$ cat config.mk
export PLATFORM = sky130hd
export DESIGN_NAME = interleaved_sar_seq
export DESIGN_NICKNAME = d
export VERILOG_FILES = /design/src/rtl/isq_pkg.sv /design/src/rtl/isq_rst_sync.sv /design/src/rtl/isq_frame_timer.sv /design/src/rtl/isq_slice.sv /design/src/rtl/interleaved_sar_seq.sv
export SDC_FILE = /design/constraint.sdc
export NUM_CORES = 1
export LEC_CHECK = 0
export CAP_MARGIN = 20
export CORE_MARGIN = 3
export CORE_UTILIZATION = 40
export CTS_CLUSTER_DIAMETER = 150
export DETAILED_ROUTE_END_ITERATION = 16
export GPL_TIMING_DRIVEN = 0
export PLACE_DENSITY_LB_ADDON = 0.12
export SLEW_MARGIN = 20
export SYNTH_ARGS = -nofsm -noshare
export SYNTH_HDL_FRONTEND = slang
export SYNTH_SLANG_ARGS = --single-unit
export TNS_END_PERCENT = 1
$ cat constraint.sdc
create_clock -name clk -period 6.6 [get_ports clk]
set_input_delay 1.65 -clock clk [delete_from_list [all_inputs] [get_ports clk]]
set_output_delay 1.65 -clock clk [all_outputs]
set_load 0.03 [all_outputs]
$ cat src/rtl/isq_pkg.sv
package isq_pkg;

  // Fixed slot positions inside a slice frame (0-based phase numbers).
  localparam int PH_REFZ      = 0;
  localparam int PH_AZERO     = 1;
  localparam int PH_CAL       = 2;
  localparam int PH_SAMPLE    = 3;
  localparam int PH_FIRST_BIT = 4;

  typedef enum logic [2:0] {
    SLOT_REFZ,
    SLOT_AZERO,
    SLOT_CAL,
    SLOT_SAMPLE,
    SLOT_CONV,
    SLOT_HOLD,
    SLOT_XFER
  } slot_e;

endpackage

$ cat src/rtl/isq_rst_sync.sv
module isq_rst_sync (
  input  logic clk,
  input  logic rst_n,
  output logic rst_sync_n
);

  logic meta_q;
  logic sync_q;

  always_ff @(posedge clk or negedge rst_n) begin
    if (!rst_n) begin
      meta_q <= 1'b0;
      sync_q <= 1'b0;
    end else begin
      meta_q <= 1'b1;
      sync_q <= meta_q;
    end
  end

  assign rst_sync_n = sync_q;

endmodule

$ cat src/rtl/isq_frame_timer.sv
module isq_frame_timer #(
  parameter int FRAME_LEN = 16,
  parameter int PH_W      = 4
) (
  input  logic            clk,
  input  logic            rst_sync_n,
  output logic [PH_W-1:0] base_phase
);

  localparam logic [PH_W-1:0] LAST = PH_W'(FRAME_LEN - 1);

  logic [PH_W-1:0] cnt_q;
  logic [PH_W-1:0] cnt_d;

  always_comb begin
    if (cnt_q == LAST) cnt_d = '0;
    else               cnt_d = cnt_q + 1'b1;
  end

  always_ff @(posedge clk or negedge rst_sync_n) begin
    if (!rst_sync_n) cnt_q <= '0;
    else             cnt_q <= cnt_d;
  end

  assign base_phase = cnt_q;


  wrap_to_zero_chk: assert property (@(posedge clk) disable iff (!rst_sync_n)
    (cnt_q == LAST) |=> (cnt_q == '0));


  step_by_one_chk: assert property (@(posedge clk) disable iff (!rst_sync_n)
    (cnt_q != LAST) |=> (cnt_q == $past(cnt_q) + 1'b1));

endmodule

$ cat src/rtl/isq_slice.sv
module isq_slice
  import isq_pkg::*;
#(
  parameter int FRAME_LEN = 16,
  parameter int SAR_W     = 9,
  parameter int PH_W      = 4,
  parameter int OFFSET    = 0
) (
  input  logic             clk,
  input  logic             rst_sync_n,
  input  logic [PH_W-1:0]  base_phase,
  input  logic             cmp_bit,
  output logic             refz_stb,
  output logic             azero_stb,
  output logic             cal_stb,
  output logic             sample_stb,
  output logic             xfer_stb,
  output logic [SAR_W-1:0] trial,
  output logic [SAR_W-1:0] result
);

  localparam logic [PH_W:0] OFS      = (PH_W+1)'(OFFSET % FRAME_LEN);
  localparam logic [PH_W:0] FL       = (PH_W+1)'(FRAME_LEN);
  localparam int            LAST_BIT = PH_FIRST_BIT + SAR_W - 1;

  logic [PH_W:0]    sum;
  logic [PH_W-1:0]  phase;
  int               phase_i;
  slot_e            slot;
  logic [SAR_W-1:0] mask;
  logic [SAR_W-1:0] sar_q;
  logic [SAR_W-1:0] sar_d;
  logic             sar_en;

  // Local phase = shared count + slice offset, modulo frame length.
  always_comb begin
    sum = {1'b0, base_phase} + OFS;
    if (sum >= FL) phase = PH_W'(sum - FL);
    else           phase = PH_W'(sum);
  end

  assign phase_i = int'(phase);

  always_comb begin
    if      (phase_i == PH_REFZ)    slot = SLOT_REFZ;
    else if (phase_i == PH_AZERO)   slot = SLOT_AZERO;
    else if (phase_i == PH_CAL)     slot = SLOT_CAL;
    else if (phase_i == PH_SAMPLE)  slot = SLOT_SAMPLE;
    else if (phase_i <= LAST_BIT)   slot = SLOT_CONV;
    else if (phase_i == FRAME_LEN - 1) slot = SLOT_XFER;
    else                            slot = SLOT_HOLD;
  end

  assign refz_stb   = (slot == SLOT_REFZ);
  assign azero_stb  = (slot == SLOT_AZERO);
  assign cal_stb    = (slot == SLOT_CAL);
  assign sample_stb = (slot == SLOT_SAMPLE);
  assign xfer_stb   = (slot == SLOT_XFER);

  // Bit under test: MSB at the first conversion phase, LSB at the last.
  always_comb begin
    for (int i = 0; i < SAR_W; i++) begin
      mask[i] = (slot == SLOT_CONV) && (phase_i == LAST_BIT - i);
    end
  end

  assign sar_en = sample_stb | (slot == SLOT_CONV);

  always_comb begin
    if (sample_stb)   sar_d = '0;
    else if (cmp_bit) sar_d = sar_q | mask;
    else              sar_d = sar_q & ~mask;
  end

  always_ff @(posedge clk or negedge rst_sync_n) begin
    if (!rst_sync_n)  sar_q <= '0;
    else if (sar_en)  sar_q <= sar_d;
  end

  assign trial  = sar_q | mask;
  assign result = sar_q;


  strobe_excl_chk: assert property (@(posedge clk) disable iff (!rst_sync_n)
    $onehot0({refz_stb, azero_stb, cal_stb, sample_stb, xfer_stb}));


  keep_bit_chk: assert property (@(posedge clk) disable iff (!rst_sync_n)
    ((slot == SLOT_CONV) && cmp_bit) |=> ((sar_q & $past(mask)) == $past(mask)));


  drop_bit_chk: assert property (@(posedge clk) disable iff (!rst_sync_n)
    ((slot == SLOT_CONV) && !cmp_bit) |=> ((sar_q & $past(mask)) == '0));


  msb_first_chk: assert property (@(posedge clk) disable iff (!rst_sync_n)
    sample_stb |=> (trial == {1'b1, {(SAR_W-1){1'b0}}}));


  hold_result_chk: assert property (@(posedge clk) disable iff (!rst_sync_n)
    ((slot == SLOT_HOLD) || xfer_stb) |=> $stable(result));

endmodule

$ cat src/rtl/interleaved_sar_seq.sv
module interleaved_sar_seq #(
  parameter int NUM_SLICES = 16,
  parameter int FRAME_LEN  = 16,
  parameter int SAR_W      = 9
) (
  input  logic                        clk,
  input  logic                        rst_n,
  input  logic [NUM_SLICES-1:0]       cmp_bit,
  output logic [NUM_SLICES-1:0]       refz_stb,
  output logic [NUM_SLICES-1:0]       azero_stb,
  output logic [NUM_SLICES-1:0]       cal_stb,
  output logic [NUM_SLICES-1:0]       sample_now,
  output logic [NUM_SLICES-1:0]       xfer_stb,
  output logic [NUM_SLICES*SAR_W-1:0] trial_code,
  output logic [NUM_SLICES*SAR_W-1:0] sar_result
);

  localparam int PH_W = $clog2(FRAME_LEN);

  logic            rst_sync_n;
  logic [PH_W-1:0] base_phase;

  isq_rst_sync u_rst_sync (
    .clk        (clk),
    .rst_n      (rst_n),
    .rst_sync_n (rst_sync_n)
  );

  isq_frame_timer #(
    .FRAME_LEN (FRAME_LEN),
    .PH_W      (PH_W)
  ) u_timer (
    .clk        (clk),
    .rst_sync_n (rst_sync_n),
    .base_phase (base_phase)
  );

  for (genvar k = 0; k < NUM_SLICES; k++) begin : g_slice
    isq_slice #(
      .FRAME_LEN (FRAME_LEN),
      .SAR_W     (SAR_W),
      .PH_W      (PH_W),
      .OFFSET    (k)
    ) u_slice (
      .clk        (clk),
      .rst_sync_n (rst_sync_n),
      .base_phase (base_phase),
      .cmp_bit    (cmp_bit[k]),
      .refz_stb   (refz_stb[k]),
      .azero_stb  (azero_stb[k]),
      .cal_stb    (cal_stb[k]),
      .sample_stb (sample_now[k]),
      .xfer_stb   (xfer_stb[k]),
      .trial      (trial_code[k*SAR_W +: SAR_W]),
      .result     (sar_result[k*SAR_W +: SAR_W])
    );
  end


  one_sampler_chk: assert property (@(posedge clk) disable iff (!rst_n)
    $countones(sample_now) == 1);


  sampler_rotates_chk: assert property (@(posedge clk) disable iff (!rst_sync_n)
    $past(rst_sync_n) |-> (sample_now == {$past(sample_now[NUM_SLICES-2:0]), $past(sample_now[NUM_SLICES-1])}
                           || sample_now == {$past(sample_now[0]), $past(sample_now[NUM_SLICES-1:1])}));

endmodule

; Yosys cells after proc, flatten, opt, wreduce, memory -nomap -nowiden
; Cells that the tools add are included.
[classes]
add_sub_neg = 32
magnitude_cmp = 32
n_eq_ne = 289
muxes = 145
bitwise = 64
reduce_logical = 176
[ops]
columns = cell, n
row1 = $eq A4 B4 Y1 const B, 129
row2 = $logic_not A32 Y1, 16
row3 = $mux W9, 32
row4 = $mux W3, 80
row5 = $eq A4 B3 Y1 const B, 48
row6 = $and A9 B9 Y9, 16
row7 = $logic_and A1 B1 Y1, 144
row8 = $not A9 Y9, 16
row9 = $or A9 B9 Y9, 16
row10 = $eq A3 B2 Y1 const B, 32
row11 = $eq A3 B3 Y1 const B, 32
row12 = $ge A5 B5 Y1 const B, 15
row13 = $mux W4, 17
row14 = $eq A4 B1 Y1 const B, 16
row15 = $eq A4 B2 Y1 const B, 16
row16 = $le A4 B4 Y1 const B, 16
row17 = $sub A4 B1 Y4 const B, 16
row18 = $eq A3 B1 Y1 const B, 16
row19 = $logic_not A3 Y1, 16
row20 = $add A4 B4 Y5 const B, 8
row21 = $mux W2, 16
row22 = $add A4 B3 Y5 const B, 4
row23 = $or A1 B1 Y1, 16
row24 = $add A4 B2 Y5 const B, 2
row25 = 3 further kinds, 3
[totals]
regBits = 150
wordCells = 757

; Depth between registers and ports, before layout
[depth]
ltp_word = 16
mapped_depth = 11

; Cells and area by module
; From an unflattened synthesis, not the netlist that was laid out.
[unflattened]
hier_cells = 1228
area_unflattened_um2 = 10628.9
[by_module_without_submodules]
columns = module, instances, cells_each, area_each_um2, seq_area_each_um2
row1 = isq_slice at g_slice[2].u_slice, 1, 83, 720.7, 225.2
row2 = isq_slice at g_slice[6].u_slice, 1, 80, 713.2, 225.2
row3 = isq_slice at g_slice[14].u_slice, 1, 82, 696.9, 225.2
row4 = isq_slice at g_slice[3].u_slice, 1, 79, 660.6, 225.2
row5 = isq_slice at g_slice[11].u_slice, 1, 75, 646.9, 225.2
row6 = isq_slice at g_slice[10].u_slice, 1, 76, 645.6, 225.2
row7 = isq_slice at g_slice[8].u_slice, 1, 80, 645.6, 225.2
row8 = isq_slice at g_slice[7].u_slice, 1, 69, 644.4, 225.2
row9 = isq_slice at g_slice[1].u_slice, 1, 78, 643.1, 225.2
row10 = isq_slice at g_slice[5].u_slice, 1, 70, 641.9, 225.2
row11 = isq_slice at g_slice[13].u_slice, 1, 73, 636.9, 225.2
row12 = isq_slice at g_slice[4].u_slice, 1, 79, 636.9, 225.2
row13 = isq_slice at g_slice[12].u_slice, 1, 75, 634.4, 225.2
row14 = isq_slice at g_slice[9].u_slice, 1, 75, 628.1, 225.2
row15 = 4 more rows, --, --, --, --

; Worst setup path before layout
; No wires, ideal clock.
[synth_path]
kind = register -> output
start = register u_timer.cnt_q[2] (netlist: u_timer.base_phase[2])
end = output trial_code[18]
t_arrival_ps = 2471
required_ps = 4950
slack_ps = 2479
path_stages_with_launch = 9
path_buffers = 3
path_cell_list = dfrtp_1 -> buf_2 -> buf_2 -> inv_1 -> ha_1 -> clkbuf_1 -> nor2b_1 -> nand2_1 -> o21bai_1
[synth_between]
elab_chain_cells = 13
[synth_lines]
columns = element, line
row1 = "start, declared", isq_frame_timer.sv:12  ; logic [PH_W-1:0] cnt_q;
row2 = "start signal, assigned", isq_frame_timer.sv:22  ; else cnt_q <= cnt_d;
row3 = $add A4 B2 Y5 *, isq_slice.sv:37  ; sum = {1'b0, base_phase} + OFS;
row4 = $sub A4 B1 Y4 / $ge A5 B5 Y1 (equally long branches), isq_slice.sv:38  ; if (sum >= FL) phase = PH_W'(sum - FL);
row5 = $mux W4 *, isq_slice.sv:38
row6 = "parallel branches: the longest is 8 deep, another holds $le A4 B4 Y1", --
row7 = $logic_and A1 B1 Y1 *, isq_slice.sv:63  ; mask[i] = (slot == SLOT_CONV) && (phase_i == LAST_BIT - i);
row8 = $or A9 B9 Y9 *, isq_slice.sv:80  ; assign trial = sar_q | mask;
row9 = "end, declared", interleaved_sar_seq.sv:14  ; output logic [NUM_SLICES*SAR_W-1:0] trial_code,
; Mark *: on every way between the ends.

; Worst setup path after layout
[layout_path]
start = register u_timer.cnt_q[0] (netlist: u_timer.base_phase[0])
end = output sample_now[1]
[layout_between]
elab_chain_cells = 11
[layout_lines]
columns = element, line
row1 = $add A4 B1 Y5 *, isq_slice.sv:37
row2 = $sub A4 B1 Y4 / $ge A5 B5 Y1 (equally long branches), isq_slice.sv:38
row3 = $mux W4 *, isq_slice.sv:38
row4 = "parallel branches: the longest is 6 deep, another holds $le A4 B4 Y1", --
row5 = $mux W3 *, isq_slice.sv:45  ; if (phase_i == PH_REFZ) slot = SLOT_REFZ;
row6 = $eq A3 B2 Y1 *, isq_slice.sv:57  ; assign sample_stb = (slot == SLOT_SAMPLE);
row7 = "end, declared", interleaved_sar_seq.sv:12  ; output logic [NUM_SLICES-1:0] sample_now,
; Marks and branches as above.

==> impl_metrics.toml <==
[detailed_routing]
initialDrtViolationCount = 786
ant_nets = 0
routed-via-count = 10200
route.detailed.drc = 0
routed_wl_um = 37600
first_pass_iters = 6
vias_per_cell = 5.36
wl_per_cell_um = 19.7

[sta]
fmax_mhz = 169
rsz0062_at_grt = "false"
maxSlewViolCount = 0
period_needed_ns = 5.90
period_share = 0.894
max_slew_margin = 0.401
tightest_slew_ns = 0.899
setup_ws_ns = 0.696
fin_worst_skew_ns = 0.00831
setup_violations = 0
finalHoldViolations = 0

[run_status]
outcome = "complete, no violations"

[logic_synthesis]
yosysSeqAreaShare = 0.385
synth_warnings = 0
ys_seq_elements = 150
synth-main-ff-cell = "dfrtp_1"
synth_edf_count = 0
ys_types = 62
synth_area_leader_cell = "dfrtp_1"
synth.top_cell.area_share = 0.385
ys_top_cells_by_area = "dfrtp_1 (38%), o21ai_0 (6.7%), a22o_1 (6.6%)"
netlist_area_um2 = 9750
synthCells = 1174
synth_nets = 1205
syn_area_per_cell_um2 = 8.31
async_flop_share = 1.00

[global_route]
grt_pass1_vias = 9936
grt_start_max_net_pins = 54
gr-total-overflow = 0
antenna_found_initial = 1
grt_pass1_wl_um = 58000
grt_usage = 0.280

[critical_path]
r2r.worst_path.cells = 8
critPathCaptureType = "output port"
r2r-end = "g_slice[2].u_slice.result[8]"
reg2reg_from = "u_timer.base_phase[0]"
crit_arrival_ns = 4.25
crit_type = "register to output port"
critPathCapture = "sample_now[1]"
rrSetupSlack_ns = 3.35
cp_slowest_cell = "clkdlybuf4s50_1"
critPathRequiredTime_ns = 4.95
path_cells = "buf_2, inv_1, ha_1, clkbuf_1, nand2_1, or3_1, nor2_1, buf_4, clkdlybuf4s50_1"
path_max_fanout = 10
startpoint = "u_timer.base_phase[0]"
cp_slowest_stage_delay_ns = 0.68
critPathLaunchType = "register"

[clock_tree]
cts_resized = 0
cts_sinks = 150
numCtsBuffers = 17
insertion_delay_ns = 0.43
clk_transition_reported_paths_ns = 0.07
htree_levels = 4
postCtsSetupBuffers = 0
cts_tree = "built"
cts_buffer_depth = 2
root_buffer = "clkbuf_16"
holdBufCountCts = 0

[power]
ir_worst_vdd_mv = 0.131
p_per_area_nw_per_um2 = 165
leakage_nw = 6.55

[placed_design]
hpwlAfterDp_um = 28500
dp_slack_ns = 1.19
port_buffers = 377
place_area_um2 = 14000
routabilityCongestion = 0.862

[floorplanning]
core_area_um2 = 23800
io_pins = 386
rows = 56
fp.dieH_um = 162
die-area_um2 = 26300
start_util = 0.411
die_w_um = 162

[layout]
multiInputGateArea_um2 = 4970
final_area_um2 = 14700
drive_gt1_frac = 0.156
syn2layout_area_growth_pct = 50.2
nFillCells = 2134
num_antenna_cells = 0
nets = 1604
regArea_um2 = 3760

[job]
cap_violations = 0

[hold_path]
hp-class = "register to asynchronous set/reset pin"
==> layout by cell type (no fill, tap or decap), types with 11 or more instances in the layout <==
master and instances:
a21oi_1 44, buf_2 24, o2bb2ai_1 11, or2_2 82
dfrtp_1 149, nand2b_1 44, nand2_1 107, nand3_1 13
clkbuf_1 24, nor2b_1 13, inv_1 39, nor3_1 26
o21ai_0 130, and2_1 28, buf_1 11, clkdlybuf4s50_1 377
ha_1 13, buf_4 84, nor2_1 115, o22ai_1 29
o21ai_1 15, clkbuf_16 17, a22o_1 74
==> area by class of cell <==
class / instances / share of cell area
Buffer: 142 / 0.0600
Clock buffer: 19 / 0.0302
Clock inverter: 13 / 0.0132
Inverter: 41 / 0.0105
Multi-Input combinational cell: 841 / 0.339
Sequential cell: 150 / 0.256
Tap cell: 319 / 0.0272
Timing Repair Buffer: 380 / 0.263
==> report_power, final <==
| group | internal (mW) | switching [mW] | leakage [nW] | total (mW) |
|---|---|---|---|---|
| Combinational | 0.146 | 0.204 | 4.37 | 0.350 |
| Sequential | 0.950 | 0.0264 | 1.87 | 0.977 |
| Clock | 0.650 | 0.438 | 0.309 | 1.09 |
| Total | 1.75 | 0.668 | 6.55 | 2.41 |
==> cell usage after synthesis (all sizes together) (11+ instances only) <==
library cell,count
or2,84
inv,40
nor3,26
ha,13
o21ai,145
o2bb2ai,11
nand2,108
a22o,74
dfrtp,150
a21oi,46
nand2b,44
clkbuf,23
nor2,115
nand3,13
buf,119
nor2b,13
and2,29
o22ai,31
==> per-layer routing <==
layer / track usage / up-vias / part of all wire
met3: 0.0737 / 59 / 0.080
met2: 0.466 / 453 / 0.48
met5: 0 / - / 0.00035
met1: 0.359 / 4899 / 0.42
li1: - / 4792 / -
met4: 0.0826 / 2 / 0.022
==> through the flow <==
stage / setup TNS [ns] / power, mW / instances / utilization / hold slack [ns]
2_1_floorplan: 0 / 1.18 / 1174 / - / 0.331
3_3_place_gp: -8.25 / 1.34 / 1870 / 0.586 / 0.335
3_5_place_dp: 0 / 1.35 / 1873 / 0.590 / 0.199
4_1_cts: 0 / 2.43 / 1905 / 0.617 / 0.208
5_1_grt: 0 / 2.48 / 1905 / 0.617 / 0.214
6_report: 0 / 2.41 / 1905 / 0.617 / 0.199
==> registers in the layout, indices dropped and copies added (netlist names) <==
name / count
u_rst_sync.meta_q: 1
g_slice.u_slice.result: 144
u_timer.base_phase: 4
u_rst_sync.rst_sync_n: 1
==> critical path, delay by kind of cell, from the launching register on <==
| family | cells | cell delay, ns |
|---|---|---|
| adders and majority gates | 1 | 0.37 |
| buffers and inverters | 5 | 1.69 |
| DFF | 1 | 0.50 |
| and+or+nand+nor | 3 | 1.25 |
==> worst min path at each step <==
| stage | startpoint | end |
|---|---|---|
| global route | u_rst_sync.rst_sync_n | u_timer.base_phase[1] |
| detailed placement | u_rst_sync.rst_sync_n | u_timer.base_phase[0] |
| global placement | u_rst_sync.meta_q | u_rst_sync.rst_sync_n |
| floorplan | u_rst_sync.meta_q | u_rst_sync.rst_sync_n |
| finish | u_rst_sync.rst_sync_n | u_timer.base_phase[1] |
| CTS | u_rst_sync.rst_sync_n | u_timer.base_phase[1] |
==> logic make-up (layout without fill, tap and decap cells) <==
family / after synthesis / in the layout / share of synthesized area
flops: 150 / 150 / 0.385
compound gates: 354 / 354 / 0.239
other cells: 1 / 1 / 0.000384
simple gates: 455 / 455 / 0.232
fa+ha+maj: 13 / 13 / 0.0167
xor+xnor: 10 / 10 / 0.0136
buf+inv: 183 / 595 / 0.106
mux: 8 / 8 / 0.00821
(Power assumes the default switching activity.)
